--- src/rtl/tcc_pkg.sv ---
package tcc_pkg;
  localparam int TW    = 16;
  localparam int N_CAP = 4;
  localparam int N_CMP = 3;
  localparam int N_SR  = 6;
  localparam int N_TOG = 2;
  localparam int AW    = 4;

  localparam int A_CNT  = 0;
  localparam int A_RUN  = 1;
  localparam int A_CMP  = 2;
  localparam int A_SET  = A_CMP + N_CMP;
  localparam int A_RST  = A_SET + 1;
  localparam int A_TGE  = A_RST + 1;
  localparam int A_TGF  = A_TGE + 1;
  localparam int A_EDGE = A_TGF + 1;
  localparam int A_CLR  = A_EDGE + 1;

  localparam int CLR_OVF = N_CAP + N_CMP;
endpackage

--- src/rtl/tcc_timer.sv ---
module tcc_timer #(
  parameter int TW = 16
) (
  input  logic          clk_i,
  input  logic          rst_ni,
  input  logic          run_i,
  input  logic          ld_i,
  input  logic [TW-1:0] ld_val_i,
  input  logic          ovf_clr_i,
  output logic [TW-1:0] cnt_o,
  output logic          ovf_o
);
  logic [TW-1:0] cnt_q;
  logic          ovf_q;
  logic          wrap;

  assign wrap = run_i && !ld_i && (cnt_q == {TW{1'b1}});

  always_ff @(posedge clk_i or negedge rst_ni) begin
    if (!rst_ni) begin
      cnt_q <= '0;
    end else if (ld_i) begin
      cnt_q <= ld_val_i;
    end else if (run_i) begin
      cnt_q <= cnt_q + 1'b1;
    end
  end

  always_ff @(posedge clk_i or negedge rst_ni) begin
    if (!rst_ni) begin
      ovf_q <= 1'b0;
    end else if (wrap) begin
      ovf_q <= 1'b1;
    end else if (ovf_clr_i) begin
      ovf_q <= 1'b0;
    end
  end

  assign cnt_o = cnt_q;
  assign ovf_o = ovf_q;

  a_r2_count_step: assert property (@(posedge clk_i) disable iff (!rst_ni)
    (run_i && !ld_i) |=> (cnt_o == $past(cnt_o) + 1'b1));
  a_r2_count_hold: assert property (@(posedge clk_i) disable iff (!rst_ni)
    (!run_i && !ld_i) |=> $stable(cnt_o));
  a_r3_overflow_set: assert property (@(posedge clk_i) disable iff (!rst_ni)
    (run_i && !ld_i && cnt_o == {TW{1'b1}}) |=> (ovf_o && cnt_o == '0));
endmodule

--- src/rtl/tcc_cap_chan.sv ---
module tcc_cap_chan #(
  parameter int TW = 16
) (
  input  logic          clk_i,
  input  logic          rst_ni,
  input  logic          pin_i,
  input  logic          rise_en_i,
  input  logic          fall_en_i,
  input  logic [TW-1:0] cnt_i,
  input  logic          clr_i,
  output logic [TW-1:0] cap_o,
  output logic          flag_o
);
  logic s1_q, s2_q, s3_q;
  logic hit;
  logic [TW-1:0] cap_q;
  logic flag_q;

  always_ff @(posedge clk_i or negedge rst_ni) begin
    if (!rst_ni) begin
      s1_q <= 1'b0;
      s2_q <= 1'b0;
      s3_q <= 1'b0;
    end else begin
      s1_q <= pin_i;
      s2_q <= s1_q;
      s3_q <= s2_q;
    end
  end

  assign hit = (rise_en_i && s2_q && !s3_q) || (fall_en_i && !s2_q && s3_q);

  always_ff @(posedge clk_i or negedge rst_ni) begin
    if (!rst_ni) begin
      cap_q <= '0;
    end else if (hit) begin
      cap_q <= cnt_i;
    end
  end

  // set has priority over a same-cycle clear
  always_ff @(posedge clk_i or negedge rst_ni) begin
    if (!rst_ni) begin
      flag_q <= 1'b0;
    end else if (hit) begin
      flag_q <= 1'b1;
    end else if (clr_i) begin
      flag_q <= 1'b0;
    end
  end

  assign cap_o  = cap_q;
  assign flag_o = flag_q;

  a_r5_capture_load: assert property (@(posedge clk_i) disable iff (!rst_ni)
    hit |=> (cap_o == $past(cnt_i)));
  a_r4_no_edge_hold: assert property (@(posedge clk_i) disable iff (!rst_ni)
    (!rise_en_i && !fall_en_i) |=> $stable(cap_o));
  a_r7_set_beats_clear: assert property (@(posedge clk_i) disable iff (!rst_ni)
    (hit && clr_i) |=> flag_o);
  a_r6_clear: assert property (@(posedge clk_i) disable iff (!rst_ni)
    (clr_i && !hit) |=> !flag_o);
endmodule

--- src/rtl/tcc_cmp_chan.sv ---
module tcc_cmp_chan #(
  parameter int TW = 16
) (
  input  logic          clk_i,
  input  logic          rst_ni,
  input  logic          run_i,
  input  logic [TW-1:0] cnt_i,
  input  logic [TW-1:0] cmp_i,
  input  logic          clr_i,
  output logic          hit_o,
  output logic          flag_o
);
  logic flag_q;

  assign hit_o = run_i && (cnt_i == cmp_i);

  always_ff @(posedge clk_i or negedge rst_ni) begin
    if (!rst_ni) begin
      flag_q <= 1'b0;
    end else if (hit_o) begin
      flag_q <= 1'b1;
    end else if (clr_i) begin
      flag_q <= 1'b0;
    end
  end

  assign flag_o = flag_q;

  a_r8_match_flag: assert property (@(posedge clk_i) disable iff (!rst_ni)
    (run_i && cnt_i == cmp_i) |=> flag_o);
  a_r11_halted_quiet: assert property (@(posedge clk_i) disable iff (!rst_ni)
    (!run_i && !clr_i) |=> $stable(flag_o));
endmodule

--- src/rtl/tcc_pin_out.sv ---
module tcc_pin_out #(
  parameter int N_CMP = 3,
  parameter int N_SR  = 6,
  parameter int N_TOG = 2
) (
  input  logic             clk_i,
  input  logic             rst_ni,
  input  logic [N_CMP-1:0] hit_i,
  input  logic [N_SR-1:0]  set_en_i,
  input  logic [N_SR-1:0]  rst_en_i,
  input  logic [N_TOG-1:0] tog_en_i,
  input  logic             tog_wr_i,
  input  logic [N_TOG-1:0] tog_wdata_i,
  output logic [N_SR-1:0]  sr_o,
  output logic [N_TOG-1:0] tog_o
);
  localparam int SR_PER = N_SR / N_CMP;

  for (genvar i = 0; i < N_SR; i++) begin : g_sr
    localparam int C = i / SR_PER;
    logic pin_q;

    always_ff @(posedge clk_i or negedge rst_ni) begin
      if (!rst_ni) begin
        pin_q <= 1'b0;
      end else if (hit_i[C] && rst_en_i[i]) begin
        pin_q <= 1'b0;
      end else if (hit_i[C] && set_en_i[i]) begin
        pin_q <= 1'b1;
      end
    end

    assign sr_o[i] = pin_q;

    a_r9_reset_wins: assert property (@(posedge clk_i) disable iff (!rst_ni)
      (hit_i[C] && rst_en_i[i]) |=> !sr_o[i]);
    a_r9_set_drives: assert property (@(posedge clk_i) disable iff (!rst_ni)
      (hit_i[C] && set_en_i[i] && !rst_en_i[i]) |=> sr_o[i]);
  end

  for (genvar j = 0; j < N_TOG; j++) begin : g_tog
    logic ff_q;

    always_ff @(posedge clk_i or negedge rst_ni) begin
      if (!rst_ni) begin
        ff_q <= 1'b0;
      end else if (tog_wr_i) begin
        ff_q <= tog_wdata_i[j];
      end else if (hit_i[j] && tog_en_i[j]) begin
        ff_q <= ~ff_q;
      end
    end

    assign tog_o[j] = ff_q;

    a_r10_toggle_flip: assert property (@(posedge clk_i) disable iff (!rst_ni)
      (hit_i[j] && tog_en_i[j] && !tog_wr_i) |=> (tog_o[j] != $past(tog_o[j])));
  end
endmodule

--- src/rtl/tcc_unit.sv ---
module tcc_unit
  import tcc_pkg::*;
#(
  parameter int P_TW    = TW,
  parameter int P_N_CAP = N_CAP,
  parameter int P_N_CMP = N_CMP,
  parameter int P_N_SR  = N_SR,
  parameter int P_N_TOG = N_TOG,
  parameter int P_AW    = AW
) (
  input  logic                     clk_i,
  input  logic                     rst_ni,
  input  logic                     wr_en_i,
  input  logic [P_AW-1:0]          wr_addr_i,
  input  logic [P_TW-1:0]          wr_data_i,
  input  logic [P_N_CAP-1:0]       cap_pin_i,
  output logic [P_TW-1:0]          cnt_o,
  output logic                     ovf_o,
  output logic [P_N_CAP*P_TW-1:0]  cap_val_o,
  output logic [P_N_CAP-1:0]       cap_flag_o,
  output logic [P_N_CMP-1:0]       match_flag_o,
  output logic [P_N_SR-1:0]        sr_o,
  output logic [P_N_TOG-1:0]       tog_o
);
  localparam int NCLR = P_N_CAP + P_N_CMP + 1;

  logic                           run_q;
  logic [P_N_CMP-1:0][P_TW-1:0]   cmp_q;
  logic [P_N_SR-1:0]              set_en_q, rst_en_q;
  logic [P_N_TOG-1:0]             tog_en_q;
  logic [2*P_N_CAP-1:0]           edge_en_q;
  logic [NCLR-1:0]                clr;
  logic [P_N_CMP-1:0]             hit;

  function automatic logic wr_at(input int a);
    return wr_en_i && (wr_addr_i == P_AW'(a));
  endfunction

  assign clr = wr_at(A_CLR) ? wr_data_i[NCLR-1:0] : '0;

  always_ff @(posedge clk_i or negedge rst_ni) begin
    if (!rst_ni) begin
      run_q     <= 1'b0;
      set_en_q  <= '0;
      rst_en_q  <= '0;
      tog_en_q  <= '0;
      edge_en_q <= '0;
    end else begin
      if (wr_at(A_RUN))  run_q     <= wr_data_i[0];
      if (wr_at(A_SET))  set_en_q  <= wr_data_i[P_N_SR-1:0];
      if (wr_at(A_RST))  rst_en_q  <= wr_data_i[P_N_SR-1:0];
      if (wr_at(A_TGE))  tog_en_q  <= wr_data_i[P_N_TOG-1:0];
      if (wr_at(A_EDGE)) edge_en_q <= wr_data_i[2*P_N_CAP-1:0];
    end
  end

  for (genvar c = 0; c < P_N_CMP; c++) begin : g_cmp_reg
    always_ff @(posedge clk_i or negedge rst_ni) begin
      if (!rst_ni) begin
        cmp_q[c] <= '0;
      end else if (wr_at(A_CMP + c)) begin
        cmp_q[c] <= wr_data_i;
      end
    end
  end

  tcc_timer #(.TW(P_TW)) u_timer (
    .clk_i     (clk_i),
    .rst_ni    (rst_ni),
    .run_i     (run_q),
    .ld_i      (wr_at(A_CNT)),
    .ld_val_i  (wr_data_i),
    .ovf_clr_i (clr[NCLR-1]),
    .cnt_o     (cnt_o),
    .ovf_o     (ovf_o)
  );

  for (genvar k = 0; k < P_N_CAP; k++) begin : g_cap
    tcc_cap_chan #(.TW(P_TW)) u_cap (
      .clk_i     (clk_i),
      .rst_ni    (rst_ni),
      .pin_i     (cap_pin_i[k]),
      .rise_en_i (edge_en_q[2*k]),
      .fall_en_i (edge_en_q[2*k+1]),
      .cnt_i     (cnt_o),
      .clr_i     (clr[k]),
      .cap_o     (cap_val_o[k*P_TW +: P_TW]),
      .flag_o    (cap_flag_o[k])
    );
  end

  for (genvar c = 0; c < P_N_CMP; c++) begin : g_cmp
    tcc_cmp_chan #(.TW(P_TW)) u_cmp (
      .clk_i  (clk_i),
      .rst_ni (rst_ni),
      .run_i  (run_q),
      .cnt_i  (cnt_o),
      .cmp_i  (cmp_q[c]),
      .clr_i  (clr[P_N_CAP + c]),
      .hit_o  (hit[c]),
      .flag_o (match_flag_o[c])
    );
  end

  tcc_pin_out #(.N_CMP(P_N_CMP), .N_SR(P_N_SR), .N_TOG(P_N_TOG)) u_pins (
    .clk_i       (clk_i),
    .rst_ni      (rst_ni),
    .hit_i       (hit),
    .set_en_i    (set_en_q),
    .rst_en_i    (rst_en_q),
    .tog_en_i    (tog_en_q),
    .tog_wr_i    (wr_at(A_TGF)),
    .tog_wdata_i (wr_data_i[P_N_TOG-1:0]),
    .sr_o        (sr_o),
    .tog_o       (tog_o)
  );

  a_r11_halted_pins: assert property (@(posedge clk_i) disable iff (!rst_ni)
    (!run_q && !wr_at(A_TGF)) |=> ($stable(sr_o) && $stable(tog_o)));
endmodule

--- config.mk ---
export PLATFORM = sky130hd
export DESIGN_NAME = tcc_unit
export DESIGN_NICKNAME = d
export VERILOG_FILES = /design/src/rtl/tcc_pkg.sv /design/src/rtl/tcc_timer.sv /design/src/rtl/tcc_cap_chan.sv /design/src/rtl/tcc_cmp_chan.sv /design/src/rtl/tcc_pin_out.sv /design/src/rtl/tcc_unit.sv
export SDC_FILE = /design/constraint.sdc
export NUM_CORES = 1
export LEC_CHECK = 0
export BUFFER_PORTS_ARGS = -buffer_cell sky130_fd_sc_hd__buf_4
export CAP_MARGIN = 5
export CELL_PAD_IN_SITES_DETAIL_PLACEMENT = 0
export CELL_PAD_IN_SITES_GLOBAL_PLACEMENT = 1
export CORE_MARGIN = 5
export CORE_UTILIZATION = 45
export DETAILED_ROUTE_END_ITERATION = 6
export GPL_TIMING_DRIVEN = 0
export PLACE_DENSITY_LB_ADDON = 0.15
export SYNTH_ARGS = -nofsm -noshare
export SYNTH_HDL_FRONTEND = slang
export SYNTH_SLANG_ARGS = --single-unit
--- constraint.sdc ---
create_clock -name clk_i -period 2.67 [get_ports clk_i]
set_input_delay 0.4005 -clock clk_i [delete_from_list [all_inputs] [get_ports clk_i]]
set_output_delay 0.4005 -clock clk_i [all_outputs]
set_load 0.05 [all_outputs]
==> flow_summary.ini <==
[status]
status = finished clean

[timing]
finalSetupViolations = 0
fin_crit_ns = 2.36
worst_slack_ns = 0.314
period_share = 0.882
hold_viol = 0
skew_ns = 0.00745
maxSlewViolCount = 0
finalSetupTns_ns = 0
tightest_slew_ns = 0.944
clock.fmax_mhz = 424
maxSlewHeadroom = 0.371
rsz0062_at_grt = false

[routing]
vias = 5150
drtIter0Drc = 263
dr.pass1.iters = 5
ant_nets = 0
avgViaCountPerCell = 5.33
drc = 0
routedWlPerCell_um = 20.4
wirelength_um = 19700

[power_and_ir_drop]
pwr-share-comb = 0.458
p_sw_mw = 5.38
fin_total_pwr_mw = 12.2
seqPwrFrac = 0.335
swShare = 0.441
peakVddDrop_v = 0.000918
power_density_nw_per_um2 = 1280
leakage_nw = 4.18
p_clk_frac = 0.208
intPower_mw = 6.84

[grt]
grt_pass1_wl_um = 31100
grt_max_degree = 112
track_usage = 0.205
gr-total-overflow = 0
first_global_vias = 5553
antenna_found_initial = 0

[synth]
synthArstFlopShare = 1.00
syn_nets = 619
synth_seq_area_share = 0.583
ys_seq_elements = 179
synth_edf_count = 0
synth_warnings = 0
synth-main-ff-cell = dfrtp_1
syn_area_um2 = 7690
avgSynthCellArea_um2 = 13.0
post_synth_num_cell_types = 37
synth_cells = 591

[clocking]
cts_buffer_depth = 2
cts_buffers = 17
cts_tree = built
htree_num_levels = 4
ctsRootBufferMaster = clkbuf_16
cts_setup_buffers = 0
cts.clk_slew.worst_paths_ns = 0.07
insertion_delay_ns = 0.43
cts.sinks = 179

[setup_path]
worst-path-buf-inv = 1
worstSetupPathType = reg2reg
critical-path-slowest-cell = clkbuf_1
crit_chain = clkbuf_1 > xor2_1 > nor4_1 > nand3_1 > or4_1 > a31oi_1
path_delay_family = simple AND/OR/NAND/NOR gates
r2r_cells = 6
critPathLaunch = u_timer.cnt_o[14]
critPathMaxStageDelay_ns = 0.51
r2r_end = u_pins.g_tog[0].ff_q
worst-path-max-fanout = 9
path_depth = 6
r2r-start = u_timer.cnt_o[14]
crit_end = u_pins.g_tog[0].ff_q
cp-start-kind = flip-flop
crit_path_end_kind = flip-flop
arrival_ns = 2.71
rrSetupSlack_ns = 0.31
crit_required_ns = 3.02

[placement]
place_congestion = 0.796
pre_cts_slack_ns = 0.169
dp_cells = 933
io_buffers = 121
hpwl_um = 14000

[final_layout]
antenna_cells = 0
fin_cells = 966
syn_to_final_growth_pct = 24.0
nFillCells = 1421
drive_above_1_share = 0.432
fin_nets = 761

[floorplanning]
dieArea_um2 = 19800
design.core.area_um2 = 16700
ios = 123
start_util = 0.460
die_x_um = 141
die_h_um = 141
fp-row-count = 47

[run]
maxCapViolCount = 0

[min_path]
worstHoldPathType = in2reg
==> placed cells by master (no fill, tap or decap), types with 3 or more instances in the layout <==
cell	n
dfrtp_1	179
buf_4	137
mux2_2	133
nand2_1	37
xnor2_1	29
xor2_1	27
nor2_1	26
a21oi_1	20
clkbuf_16	17
clkbuf_1	14
buf_2	10
inv_1	8
nor4_1	8
a31oi_1	8
nand4_1	7
a21o_1	7
o22ai_1	6
nand2b_1	6
nor3_1	6
and3_1	6
nand3_1	5
inv_8	5
o21ai_0	4
clkinv_8	4
buf_6	3
==> worst min-delay path by stage <==
stage,from,to,slack [ns],cells past startpoint
after floorplan,rst_ni,cmp_q[0],0.10,0
after global placement,g_cap[1].u_cap.s1_q,g_cap[1].u_cap.s2_q,0.33,0
after detailed placement,g_cap[1].u_cap.s1_q,g_cap[1].u_cap.s2_q,0.33,0
after CTS,cap_pin_i[1],g_cap[1].u_cap.s1_q,0.06,1
after global routing,cap_pin_i[0],g_cap[0].u_cap.s1_q,0.05,1
final,cap_pin_i[1],g_cap[1].u_cap.s1_q,0.07,1
==> Yosys cell counts (3+ instances only) <==
| library cell | instances | area (um2) |
|---|---|---|
| o22ai_1 | 6 | 37.5 |
| nor3_1 | 6 | 30.0 |
| buf_6 | 3 | 33.8 |
| a31oi_1 | 8 | 50.1 |
| clkbuf_1 | 16 | 60.1 |
| buf_2 | 10 | 50.1 |
| a21oi_1 | 20 | 100 |
| xnor2_1 | 29 | 254 |
| o21ai_0 | 4 | 20.0 |
| and3_1 | 6 | 37.5 |
| xor2_1 | 27 | 236 |
| mux2_2 | 133 | 1500 |
| nand4_1 | 7 | 43.8 |
| nand3_1 | 5 | 25.0 |
| nand2b_1 | 6 | 37.5 |
| a21o_1 | 7 | 52.6 |
| nor2_1 | 26 | 97.6 |
| nand2_1 | 37 | 139 |
| dfrtp_1 | 179 | 4480 |
| nor4_1 | 8 | 50.1 |
| buf_4 | 17 | 128 |
| inv_1 | 8 | 30.0 |
==> logic make-up (layout without fill, tap and decap cells) <==
| family | after synthesis | count (layout) | synth area share |
|---|---|---|---|
| adders and majority gates | 1 | 1 | 0.00163 |
| DFF | 179 | 179 | 0.583 |
| xor gates and xnor gates | 57 | 57 | 0.0659 |
| muxes | 134 | 134 | 0.196 |
| AOI/OAI and AO/OA | 51 | 51 | 0.0397 |
| buffers and inverters | 55 | 210 | 0.0397 |
| and+or+nand+nor | 114 | 114 | 0.0742 |
==> layer usage <==
metal  vias to the layer above  track usage  share of wire  wire, um
met5                         -            0              0         0
met4                         0       0.0561          0.016       315
met3                        27       0.0654          0.066      1300
met2                       147        0.339           0.50      9860
met1                      2642        0.260           0.42      8210
li1                       2334            -              -         -
==> area by class of cell <==
cell class,count,area (um2),area share
Sequential cell,179,4480,0.470
Multi-Input combinational cell,357,2900,0.304
Timing Repair Buffer,123,953,0.100
Clock buffer,17,425,0.0446
Buffer,47,278,0.0291
Tap cell,220,275,0.0289
Clock inverter,15,190,0.0199
Inverter,8,30.0,0.00315
==> registers in the layout (all words and copies together) (netlist names), 2 cells and up <==
name                cells
cmp_q                  48
edge_en_q               8
g_cap.u_cap.cap_o      64
g_cap.u_cap.flag_o      4
g_cap.u_cap.s1_q        4
g_cap.u_cap.s2_q        4
g_cap.u_cap.s3_q        4
g_cmp.u_cmp.flag_o      3
rst_en_q                6
set_en_q                6
tog_en_q                2
u_pins.g_sr.pin_q       6
u_pins.g_tog.ff_q       2
u_timer.cnt_o          16
==> timing repair <==
| item | CTS | global route |
|---|---|---|
| endpoints found under the setup margin | 0 | 2 |
| hold buffers | 1 | 0 |
| hold endpoints to repair | 68 | 0 |
| gates resized for setup | 0 | 4 |
==> power groups by stage <==
stage / Combinational (mW) / Sequential [mW] / Clock, mW
6_report: 5.59 / 4.09 / 2.54
5_1_grt: 5.89 / 4.20 / 2.69
3_5_place_dp: 5.62 / 4.13 / 0
3_3_place_gp: 5.53 / 4.10 / 0
4_1_cts: 5.63 / 4.09 / 2.59
2_1_floorplan: 1.86 / 6.05 / 0
==> stage by stage <==
| step | instance area (um2) | hold WS (ns) | utilization |
|---|---|---|---|
| floorplan | 7690 | 0.105 | - |
| global placement | 8870 | 0.332 | 0.531 |
| detailed placement | 8910 | 0.335 | 0.533 |
| CTS | 9530 | 0.0561 | 0.571 |
| global route | 9530 | 0.0493 | 0.571 |
| finish | 9530 | 0.0726 | 0.571 |
==> worst register-to-register path: cells and delay by family, from the launching register on <==
kind                   cells  cell delay [ns]
AND/OR/NAND/NOR            3             0.99
buffers and inverters      1             0.51
flip-flops                 1             0.35
XOR/XNOR                   1             0.24
AO/OA/AOI/OAI              1             0.19
No activity file was read; power rests on OpenSTA's default activity.
